`src/rtl/bcd_rtc_pkg.sv`:
```
package bcd_rtc_pkg;

  localparam int BYTE_W = 8;

  typedef enum logic [2:0] {
    IDX_SEC   = 3'd0,
    IDX_MIN   = 3'd1,
    IDX_HOUR  = 3'd2,
    IDX_DATE  = 3'd3,
    IDX_MONTH = 3'd4,
    IDX_YEAR  = 3'd5,
    IDX_WDAY  = 3'd6
  } reg_idx_e;

  // Bits kept on a host write, per register index.
  function automatic logic [7:0] write_mask(input int idx);
    case (idx)
      0, 1:    return 8'h7F;
      2:       return 8'hBF;
      3:       return 8'h3F;
      4:       return 8'h1F;
      5:       return 8'hFF;
      6:       return 8'h07;
      default: return 8'h00;
    endcase
  endfunction

  function automatic logic [7:0] bcd_to_bin(input logic [7:0] b);
    return ({4'd0, b[7:4]} * 8'd10) + {4'd0, b[3:0]};
  endfunction

  function automatic logic [7:0] bin_to_bcd(input logic [7:0] v);
    logic [7:0] t;
    logic [7:0] u;
    t = v / 8'd10;
    u = v - (t * 8'd10);
    return {t[3:0], u[3:0]};
  endfunction

  // Increment a BCD value, returning 'first' once 'last' is reached or passed.
  function automatic logic [7:0] bcd_step(input logic [7:0] b, input logic [7:0] last,
                                          input logic [7:0] first);
    logic [7:0] n;
    n = bcd_to_bin(b);
    if (n >= last) return bin_to_bcd(first);
    return bin_to_bcd(n + 8'd1);
  endfunction

  function automatic logic is_leap(input logic [7:0] year_bcd);
    logic [7:0] y;
    y = bcd_to_bin(year_bcd);
    return (y[1:0] == 2'b00);
  endfunction

  // Last day of a month, binary.
  function automatic logic [7:0] month_days(input logic [7:0] month_bcd,
                                            input logic [7:0] year_bcd);
    case (bcd_to_bin(month_bcd))
      8'd2:                   return is_leap(year_bcd) ? 8'd29 : 8'd28;
      8'd4, 8'd6, 8'd9, 8'd11: return 8'd30;
      default:                return 8'd31;
    endcase
  endfunction

  // 24-hour advance; result keeps the mode bit set.
  function automatic logic [7:0] hour24_next(input logic [7:0] hour);
    logic [7:0] s;
    s = bcd_step({2'b00, hour[5:0]}, 8'd23, 8'd0);
    return {2'b10, s[5:0]};
  endfunction

  // 12-hour advance; bit 5 is the PM flag, result keeps the mode bit clear.
  function automatic logic [7:0] hour12_next(input logic [7:0] hour);
    logic [7:0] h;
    logic [7:0] s;
    logic       pm;
    h  = bcd_to_bin({3'b000, hour[4:0]});
    pm = hour[5];
    if (h >= 8'd12) begin
      s = 8'h01;
    end else if (h == 8'd11) begin
      s  = 8'h12;
      pm = ~pm;
    end else begin
      s = bin_to_bcd(h + 8'd1);
    end
    return {2'b00, pm, s[4:0]};
  endfunction

endpackage

```
`src/rtl/rtc_time_stage.sv`:
```
module rtc_time_stage
  import bcd_rtc_pkg::*;
(
  input  logic       clk,
  input  logic       rst_n,
  input  logic       advance_i,
  input  logic       ld_sec_i,
  input  logic       ld_min_i,
  input  logic       ld_hour_i,
  input  logic [7:0] ld_sec_val_i,
  input  logic [7:0] ld_min_val_i,
  input  logic [7:0] ld_hour_val_i,
  output logic [7:0] sec_o,
  output logic [7:0] min_o,
  output logic [7:0] hour_o,
  output logic       day_carry_o
);

  logic       sec_carry;
  logic       min_carry;
  logic       mode24;
  logic       last_hour;
  logic [7:0] hour_next;

  assign mode24    = hour_o[7];
  assign sec_carry = advance_i && (bcd_to_bin(sec_o) >= 8'd59);
  assign min_carry = sec_carry && (bcd_to_bin(min_o) >= 8'd59);

  always_comb begin
    if (mode24) begin
      last_hour = bcd_to_bin({2'b00, hour_o[5:0]}) >= 8'd23;
      hour_next = hour24_next(hour_o);
    end else begin
      last_hour = hour_o[5] && (bcd_to_bin({3'b000, hour_o[4:0]}) == 8'd11);
      hour_next = hour12_next(hour_o);
    end
  end

  assign day_carry_o = min_carry && last_hour;

  always_ff @(posedge clk) begin
    if (!rst_n) begin
      sec_o  <= 8'h00;
      min_o  <= 8'h00;
      hour_o <= 8'h00;
    end else begin
      if (ld_sec_i)       sec_o <= ld_sec_val_i;
      else if (advance_i) sec_o <= bcd_step(sec_o, 8'd59, 8'd0);

      if (ld_min_i)       min_o <= ld_min_val_i;
      else if (sec_carry) min_o <= bcd_step(min_o, 8'd59, 8'd0);

      if (ld_hour_i)      hour_o <= ld_hour_val_i;
      else if (min_carry) hour_o <= hour_next;
    end
  end

endmodule

```
`src/rtl/rtc_calendar_stage.sv`:
```
module rtc_calendar_stage
  import bcd_rtc_pkg::*;
(
  input  logic       clk,
  input  logic       rst_n,
  input  logic       day_carry_i,
  input  logic       ld_date_i,
  input  logic       ld_month_i,
  input  logic       ld_year_i,
  input  logic       ld_wday_i,
  input  logic [7:0] ld_date_val_i,
  input  logic [7:0] ld_month_val_i,
  input  logic [7:0] ld_year_val_i,
  input  logic [7:0] ld_wday_val_i,
  output logic [7:0] date_o,
  output logic [7:0] month_o,
  output logic [7:0] year_o,
  output logic [7:0] wday_o
);

  logic [7:0] last_day;
  logic       date_carry;
  logic       month_carry;

  assign last_day    = month_days(month_o, year_o);
  assign date_carry  = day_carry_i && (bcd_to_bin(date_o) >= last_day);
  assign month_carry = date_carry && (bcd_to_bin(month_o) >= 8'd12);

  always_ff @(posedge clk) begin
    if (!rst_n) begin
      date_o  <= 8'h01;
      month_o <= 8'h01;
      year_o  <= 8'h00;
      wday_o  <= 8'h00;
    end else begin
      if (ld_date_i)        date_o <= ld_date_val_i;
      else if (day_carry_i) date_o <= bcd_step(date_o, last_day, 8'd1);

      if (ld_month_i)       month_o <= ld_month_val_i;
      else if (date_carry)  month_o <= bcd_step(month_o, 8'd12, 8'd1);

      if (ld_year_i)        year_o <= ld_year_val_i;
      else if (month_carry) year_o <= bcd_step(year_o, 8'd99, 8'd0);

      if (ld_wday_i)        wday_o <= ld_wday_val_i;
      else if (day_carry_i) wday_o <= (wday_o >= 8'd6) ? 8'd0 : wday_o + 8'd1;
    end
  end

endmodule

```
`src/rtl/bcd_rtc_core.sv`:
```
module bcd_rtc_core
  import bcd_rtc_pkg::*;
#(
  parameter int NUM_REGS = 7,
  parameter int REG_W    = BYTE_W,
  localparam int IDX_W   = $clog2(NUM_REGS)
) (
  input  logic             clk,
  input  logic             rst_n,
  input  logic             tick_i,
  input  logic             ld_stb_i,
  input  logic [IDX_W-1:0] ld_idx_i,
  input  logic [REG_W-1:0] ld_data_i,
  output logic [REG_W-1:0] sec_o,
  output logic [REG_W-1:0] min_o,
  output logic [REG_W-1:0] hour_o,
  output logic [REG_W-1:0] date_o,
  output logic [REG_W-1:0] month_o,
  output logic [REG_W-1:0] year_o,
  output logic [REG_W-1:0] wday_o
);

  logic [NUM_REGS-1:0] ld_hit;
  logic [REG_W-1:0]    ld_val [NUM_REGS];
  logic                advance;
  logic                day_carry;

  for (genvar g = 0; g < NUM_REGS; g++) begin : g_load
    assign ld_hit[g] = ld_stb_i && (ld_idx_i == IDX_W'(g));
    assign ld_val[g] = ld_data_i & write_mask(g);
  end

  // A load cycle swallows the tick for every register.
  assign advance = tick_i && !ld_stb_i;

  rtc_time_stage u_time (
    .clk           (clk),
    .rst_n         (rst_n),
    .advance_i     (advance),
    .ld_sec_i      (ld_hit[IDX_SEC]),
    .ld_min_i      (ld_hit[IDX_MIN]),
    .ld_hour_i     (ld_hit[IDX_HOUR]),
    .ld_sec_val_i  (ld_val[IDX_SEC]),
    .ld_min_val_i  (ld_val[IDX_MIN]),
    .ld_hour_val_i (ld_val[IDX_HOUR]),
    .sec_o         (sec_o),
    .min_o         (min_o),
    .hour_o        (hour_o),
    .day_carry_o   (day_carry)
  );

  rtc_calendar_stage u_cal (
    .clk            (clk),
    .rst_n          (rst_n),
    .day_carry_i    (day_carry),
    .ld_date_i      (ld_hit[IDX_DATE]),
    .ld_month_i     (ld_hit[IDX_MONTH]),
    .ld_year_i      (ld_hit[IDX_YEAR]),
    .ld_wday_i      (ld_hit[IDX_WDAY]),
    .ld_date_val_i  (ld_val[IDX_DATE]),
    .ld_month_val_i (ld_val[IDX_MONTH]),
    .ld_year_val_i  (ld_val[IDX_YEAR]),
    .ld_wday_val_i  (ld_val[IDX_WDAY]),
    .date_o         (date_o),
    .month_o        (month_o),
    .year_o         (year_o),
    .wday_o         (wday_o)
  );

endmodule

```
`config.mk`:
```
export PLATFORM = sky130hd
export DESIGN_NAME = bcd_rtc_core
export DESIGN_NICKNAME = d
export VERILOG_FILES = /design/src/rtl/bcd_rtc_pkg.sv /design/src/rtl/rtc_time_stage.sv /design/src/rtl/rtc_calendar_stage.sv /design/src/rtl/bcd_rtc_core.sv
export SDC_FILE = /design/constraint.sdc
export NUM_CORES = 1
export LEC_CHECK = 0
export CAP_MARGIN = 30
export CORE_MARGIN = 2
export CORE_UTILIZATION = 50
export DETAILED_ROUTE_END_ITERATION = 16
export HOLD_SLACK_MARGIN = 0.06
export PLACE_DENSITY = 0.7
export SYNTH_ARGS = -nofsm -noshare
export SYNTH_HDL_FRONTEND = slang
export SYNTH_SLANG_ARGS = --single-unit
```
`constraint.sdc`:
```
create_clock -name clk -period 8.8 [get_ports clk]
set_input_delay 1.76 -clock clk [delete_from_list [all_inputs] [get_ports clk]]
set_output_delay 1.76 -clock clk [all_outputs]
set_load 0.02 [all_outputs]
```
# Yosys cells after proc, flatten, opt, wreduce, memory -nomap -nowiden
# Index checks and enable logic that the tools add are counted.
# word_totals
inputBits,15
register_bits,56
out_inout_bits,56
# classes
n_mux,57
n_bitwise,2
n_reduce_logical,33
n_mul,14
div,7
add_sub_neg,22
n_eq_ne,13
order_cmp,8
# op_table
operator,count
8-bit 2-to-1 mux,16
8-bit by 4-bit divider with 8-bit output (second input constant),7
8-bit by 3-bit multiplier with 3-bit output (second input constant),7
8-bit by 1-bit adder with 8-bit output (second input constant),6
8-bit by 4-bit adder with 8-bit output,5
4-bit by 3-bit multiplier with 7-bit output (second input constant),5
7-bit 2-to-1 mux,4
4-bit subtractor,7
1-bit 2-to-1 mux,26
8-bit by 4-bit equality test with 1-bit output (second input constant),3
6-bit 2-to-1 mux,4
5-bit 2-to-1 mux,4
8-bit by 3-bit equality test with 1-bit output (second input constant),2
8-bit by 4-bit greater-or-equal comparator with 1-bit output (second input constant),2
8-bit by 6-bit greater-or-equal comparator with 1-bit output (second input constant),2
8-bit one-hot mux with 2 select lines,1
1-bit logical AND,14
2-bit nonzero test,7
2-bit OR reduction,6
3-bit equality test (second input constant),3
7-bit by 1-bit adder with 8-bit output (second input constant),1
8-bit by 2-bit equality test with 1-bit output (second input constant),1
8-bit by 3-bit greater-or-equal comparator with 1-bit output (second input constant),1
8-bit by 5-bit greater-or-equal comparator with 1-bit output (second input constant),1
other kinds (18),21

# Longest topological paths before layout
# depth
ltp_word,14
mapped_depth,28
depth_no_buf,27

# Modules after synthesis
# From an unflattened synthesis, not the netlist that was laid out.
# hier_totals
cells_unflattened,1238
hier_area_um2,9441.6
# by_module_without_submodules
module,cells_per_inst,seq_area_each_um2,area_per_inst_um2,instances
rtc_calendar_stage,677,640.6,5202.5,1
rtc_time_stage,552,480.5,4142.7,1
bcd_rtc_core,9,0.0,96.3,1

# Worst setup path after synthesis
# OpenSTA, ideal clock, no wires.
# synth_path
kind,register -> register
start,reg u_cal.date_o[5]
end,reg u_cal.date_o[3]
n_path_buf,2
path_slack_ns,2.332
path_stages_with_launch,28
required_ns,8.680
arrival_time_ns,6.348
setup_ns,0.120
cell_sequence,dfxtp_1 > ha_1 > and2_1 > fa_1 > clkbuf_1 > inv_1 > o31a_1 > a221oi_2 > buf_6 > ha_1 > inv_1 > o21ai_1 > or3b_2 > a21oi_1 > nor3_1 > o2bb2ai_1 > a211oi_1 > ha_1 > nand2_1 > nand4b_1 > a2111oi_0 > nor2_1 > ha_1 > inv_1 > fa_1 > xnor2_1 > nor3_1 > a211o_1
# synth_via
elab_chain_cells,10
# synth_lines
element,line,text
"start, declared",rtc_calendar_stage.sv:15,"output logic [7:0] date_o,"
"start signal, assigned",rtc_calendar_stage.sv:36,if (ld_date_i) date_o <= ld_date_val_i;
"start signal, assigned",rtc_calendar_stage.sv:37,"else if (day_carry_i) date_o <= bcd_step(date_o, last_day, 8'd1);"
4-bit by 3-bit multiplier with 7-bit output (*),bcd_rtc_pkg.sv:29,"return ({4'd0, b[7:4]} * 8'd10) + {4'd0, b[3:0]};"
8-bit by 4-bit adder with 8-bit output (*),bcd_rtc_pkg.sv:29,
branches (longest 5 deep; another with 8-bit by 1-bit adder with 8-bit output),n/a,
8-bit 2-to-1 mux (*),bcd_rtc_pkg.sv:46,return bin_to_bcd(n + 8'd1);
6-bit 2-to-1 mux (*),rtc_calendar_stage.sv:37,
6-bit 2-to-1 mux (*),rtc_calendar_stage.sv:36,
# Every way passes the cells marked *. The select of a mux whose other input is x is not followed.
# A chain may end at the register's enable or synchronous reset.

# Worst setup path in the final report
# layout_path
start,reg u_cal.date_o[7]
end,reg u_cal.date_o[3]
# The elaborated chain is that of the path after synthesis.

==> impl_metrics.py <==
metrics = {
    "status": {
        "status": "complete, no violations",
    },
    "route": {
        "vias_per_cell": 6.021,
        "top_layer": "met4",
        "dr_wl_met3_um": 912,
        "route.antenna.remaining_nets": 0,
        "vias": 8231,
        "wl_met2_um": 9842,
        "first_pass_iters": 6,
        "m1WireLength_um": 10400,
        "drt_wl_total_um": 21480,
        "drc": 0,
        "drt_iter0_markers": 555,
        "wl_per_cell_um": 15.71,
    },
    "pwr": {
        "power_frac_comb_pct": 30.6,
        "peakVddDrop_mv": 0.07172,
        "pwr-share-seq_pct": 36.7,
        "p_leak_nw": 3.852,
        "internal_power_mw": 0.4865,
        "switching_share_pct": 33.51,
        "p_switching_mw": 0.2452,
        "power_density_mw_per_mm2": 79.69,
        "pwr-share-clk_pct": 32.7,
    },
    "global_route": {
        "first_global_vias": 7352,
        "grt.overflow.total": 0,
        "grt_antenna_before_repair": 0,
        "grt_pass1_wl_um": 36100,
        "grtUsageTotal_pct": 24.28,
        "grt_max_degree": 31,
    },
    "timing": {
        "tightestPinTransition_ns": 1.011,
        "drv_slew": 0,
        "fin_tns_setup_ns": 0,
        "rsz0062_at_grt": "no",
        "clock.fmax_ghz": 0.1344,
        "hold_violations": 0,
        "slew_headroom_pct": 32.38,
        "period_needed_ns": 7.440,
        "setup_viol": 0,
        "post-route-period-util_pct": 84.55,
        "fin_skew_ns": 0.009109,
    },
    "floorplanning": {
        "dieHeight_um": 131.6,
        "fp-row-count": 46,
        "die_area_sq_mm": 0.01733,
        "core_sq_mm": 0.01589,
        "start_util_pct": 51.28,
        "num_io_pins": 71,
        "chipWidth_um": 131.6,
    },
    "clock_network": {
        "postCtsHoldBufs": 0,
        "post_cts_resized": 0,
        "post_cts_buffers": 0,
        "cts_buffers": 5,
        "worstSkewPairLatency_ns": 0.31,
        "root_buffer": "clkbuf_16",
        "cts_num_sinks": 55,
        "path_clk_slew_ns": 0.08,
        "cts_tree": "yes",
        "htreeDepth": 2,
        "cts_buffer_depth": 2,
    },
    "setup_path": {
        "reg2reg_slack_ns": 1.36,
        "r2r-end": "u_cal.date_o[3]",
        "crit_required_ns": 9.00,
        "crit_path_top_delay_cell": "a2111oi_0",
        "ff2ff_path_depth": 25,
        "start_kind": "flop",
        "slowest_delay_ns": 0.78,
        "cp-end-kind": "flop",
        "critical_path_class": "flop to flop",
        "arrival_ns": 7.64,
        "crit_fanout": 12,
        "path_common_cell": "ha_1",
        "r2r_start": "u_cal.date_o[7]",
    },
    "hold_path": {
        "holdPathStages": 2,
        "hold_path.class": "flop to flop",
        "worstHoldStart": "u_time.hour_o[1]",
        "min_to": "u_time.hour_o[1]",
    },
    "placed_design": {
        "dp_cells": 1358,
        "post-dp-hpwl_um": 16760,
        "io_buffers": 69,
        "gp_congestion": 0.8712,
    },
    "final_layout": {
        "area_delta_synth_final_pct": 12.72,
        "final_util_pct": 57.80,
        "final_layout_size_suffix_gt1_share_pct": 4.174,
        "nNetsFinal": 1264,
        "fin_cells": 1367,
    },
    "synthesis": {
        "netlist_area_sq_mm": 0.008145,
        "synth_cell_type_count": 88,
        "syn-num-nets": 1220,
        "synth_cells": 1105,
        "seq_area_frac_synth_pct": 13.52,
        "avgSynthCellArea_sq_um": 7.371,
        "ys_ff_latch": 55,
        "ys.flop_type": "dfxtp_1",
        "synth-edff-count": 0,
        "synthArstFlopShare_pct": 0,
        "yosys_warnings": 0,
    },
    "flow_run": {
        "maxCapViolations": 0,
    },
}
-- final cells by class --
class / instances / area, sq um
antenna: 1 / 2.502
fill: 1596 / 6704
multi-input combinational: 964 / 6713
clock buffer: 5 / 125.1
sequential: 55 / 1101
inverter: 47 / 176.4
timing repair buffer: 76 / 743.2
clock inverter: 3 / 50.05
tap: 216 / 270.3
-- critical path: cells and delay by family (launching register included) --
family | cells | cell delay (ns)
AO/OA/AOI/OAI | 8 | 3.28
XOR/XNOR | 1 | 0.15
adder cells (fa/ha/maj) | 6 | 1.93
buffers and inverters | 3 | 0.22
flip-flops | 1 | 0.55
AND/OR/NAND/NOR | 7 | 1.21
-- power groups by stage --
stage / Combinational [mW] / Clock (mW) / Sequential (mW)
floorplan: 0.154 / 0 / 0.280
global placement: 0.218 / 0 / 0.275
detailed placement: 0.221 / 0 / 0.275
CTS: 0.222 / 0.241 / 0.269
global route: 0.249 / 0.252 / 0.270
finish: 0.224 / 0.239 / 0.269
-- cell usage in the layout, fill, tap and decap left out, drive strengths merged, types with 13 or more instances in the layout --
| cell type | n |
|---|---|
| inv | 49 |
| a31oi | 17 |
| nand3 | 45 |
| nand2 | 99 |
| o21ai | 57 |
| a22oi | 14 |
| and3 | 22 |
| ha | 82 |
| nor2 | 118 |
| nand2b | 14 |
| xor2 | 25 |
| nor3 | 38 |
| a221oi | 16 |
| o21a | 14 |
| dfxtp | 55 |
| o211ai | 13 |
| and2 | 22 |
| clkdlybuf4s50 | 69 |
| a21o | 16 |
| mux2i | 13 |
| a21oi | 88 |
| fa | 18 |
| a211oi | 13 |
| xnor2 | 44 |
| nor2b | 14 |
-- worst max path at each step --
| stage | startpoint | end | slack [ns] | depth (start not counted) |
|---|---|---|---|---|
| 2_1_floorplan | u_cal.date_o[5] | u_cal.date_o[3] | 2.33 | 27 |
| 3_3_place_gp | u_cal.date_o[7] | u_cal.date_o[3] | 1.73 | 25 |
| 3_5_place_dp | u_cal.date_o[7] | u_cal.date_o[3] | 1.60 | 25 |
| 4_1_cts | u_cal.date_o[7] | u_cal.date_o[3] | 1.50 | 25 |
| 5_1_grt | u_cal.date_o[7] | u_cal.date_o[3] | 0.73 | 25 |
| 6_report | u_cal.date_o[7] | u_cal.date_o[3] | 1.36 | 25 |
-- registers in the layout, indices dropped and copies added, names as in the netlist --
signal / count
u_cal.wday_o: 8
u_time.hour_o: 7
u_cal.month_o: 8
u_time.sec_o: 8
u_cal.date_o: 8
u_time.min_o: 8
u_cal.year_o: 8
-- layer usage --
layer,up-vias,track usage (%)
met5,-,0
li1,4178,-
met2,202,39.82
met4,0,5.314
met3,19,1.698
met1,3832,34.89
-- cell usage after synthesis, types with 16 or more instances --
library cell	instances	share of area (%)
clkbuf_1	31	1.4
and2_1	21	1.6
dfxtp_1	55	14
a31oi_1	16	1.2
a21o_1	16	1.5
nand3_1	45	2.8
nand2_1	98	4.5
inv_1	47	2.2
and3_1	21	1.6
xor2_1	25	2.7
o21ai_0	55	3.4
a21oi_1	87	5.3
nor3_1	38	2.3
ha_1	82	13
nor2_1	118	5.4
fa_1	18	4.4
xnor2_1	43	4.6
-- stage by stage --
step | area [sq um] | hold WS, ns | setup WS, ns | total power, mW
after floorplan | 8145 | 0.5455 | 2.332 | 0.4333
after global routing | 9179 | 0.5143 | 0.7313 | 0.7710
after CTS | 9179 | 0.4847 | 1.499 | 0.7327
final | 9181 | 0.4859 | 1.360 | 0.7317
after detailed placement | 9004 | 0.4738 | 1.596 | 0.4951
after global placement | 9004 | 0.4749 | 1.733 | 0.4933
-- kinds of logic after synthesis --
| logic type | after synthesis | synth area share (%) |
|---|---|---|
| xor gates and xnor gates | 70 | 7.788 |
| adders and majority gates | 101 | 17.14 |
| other | 1 | 0.04604 |
| muxes | 18 | 2.427 |
| DFF | 55 | 13.52 |
| and+or+nand+nor | 436 | 26.54 |
| AOI/OAI and AO/OA | 338 | 28.39 |
| buffers and inverters | 86 | 4.147 |
(Power assumes the default switching activity.)
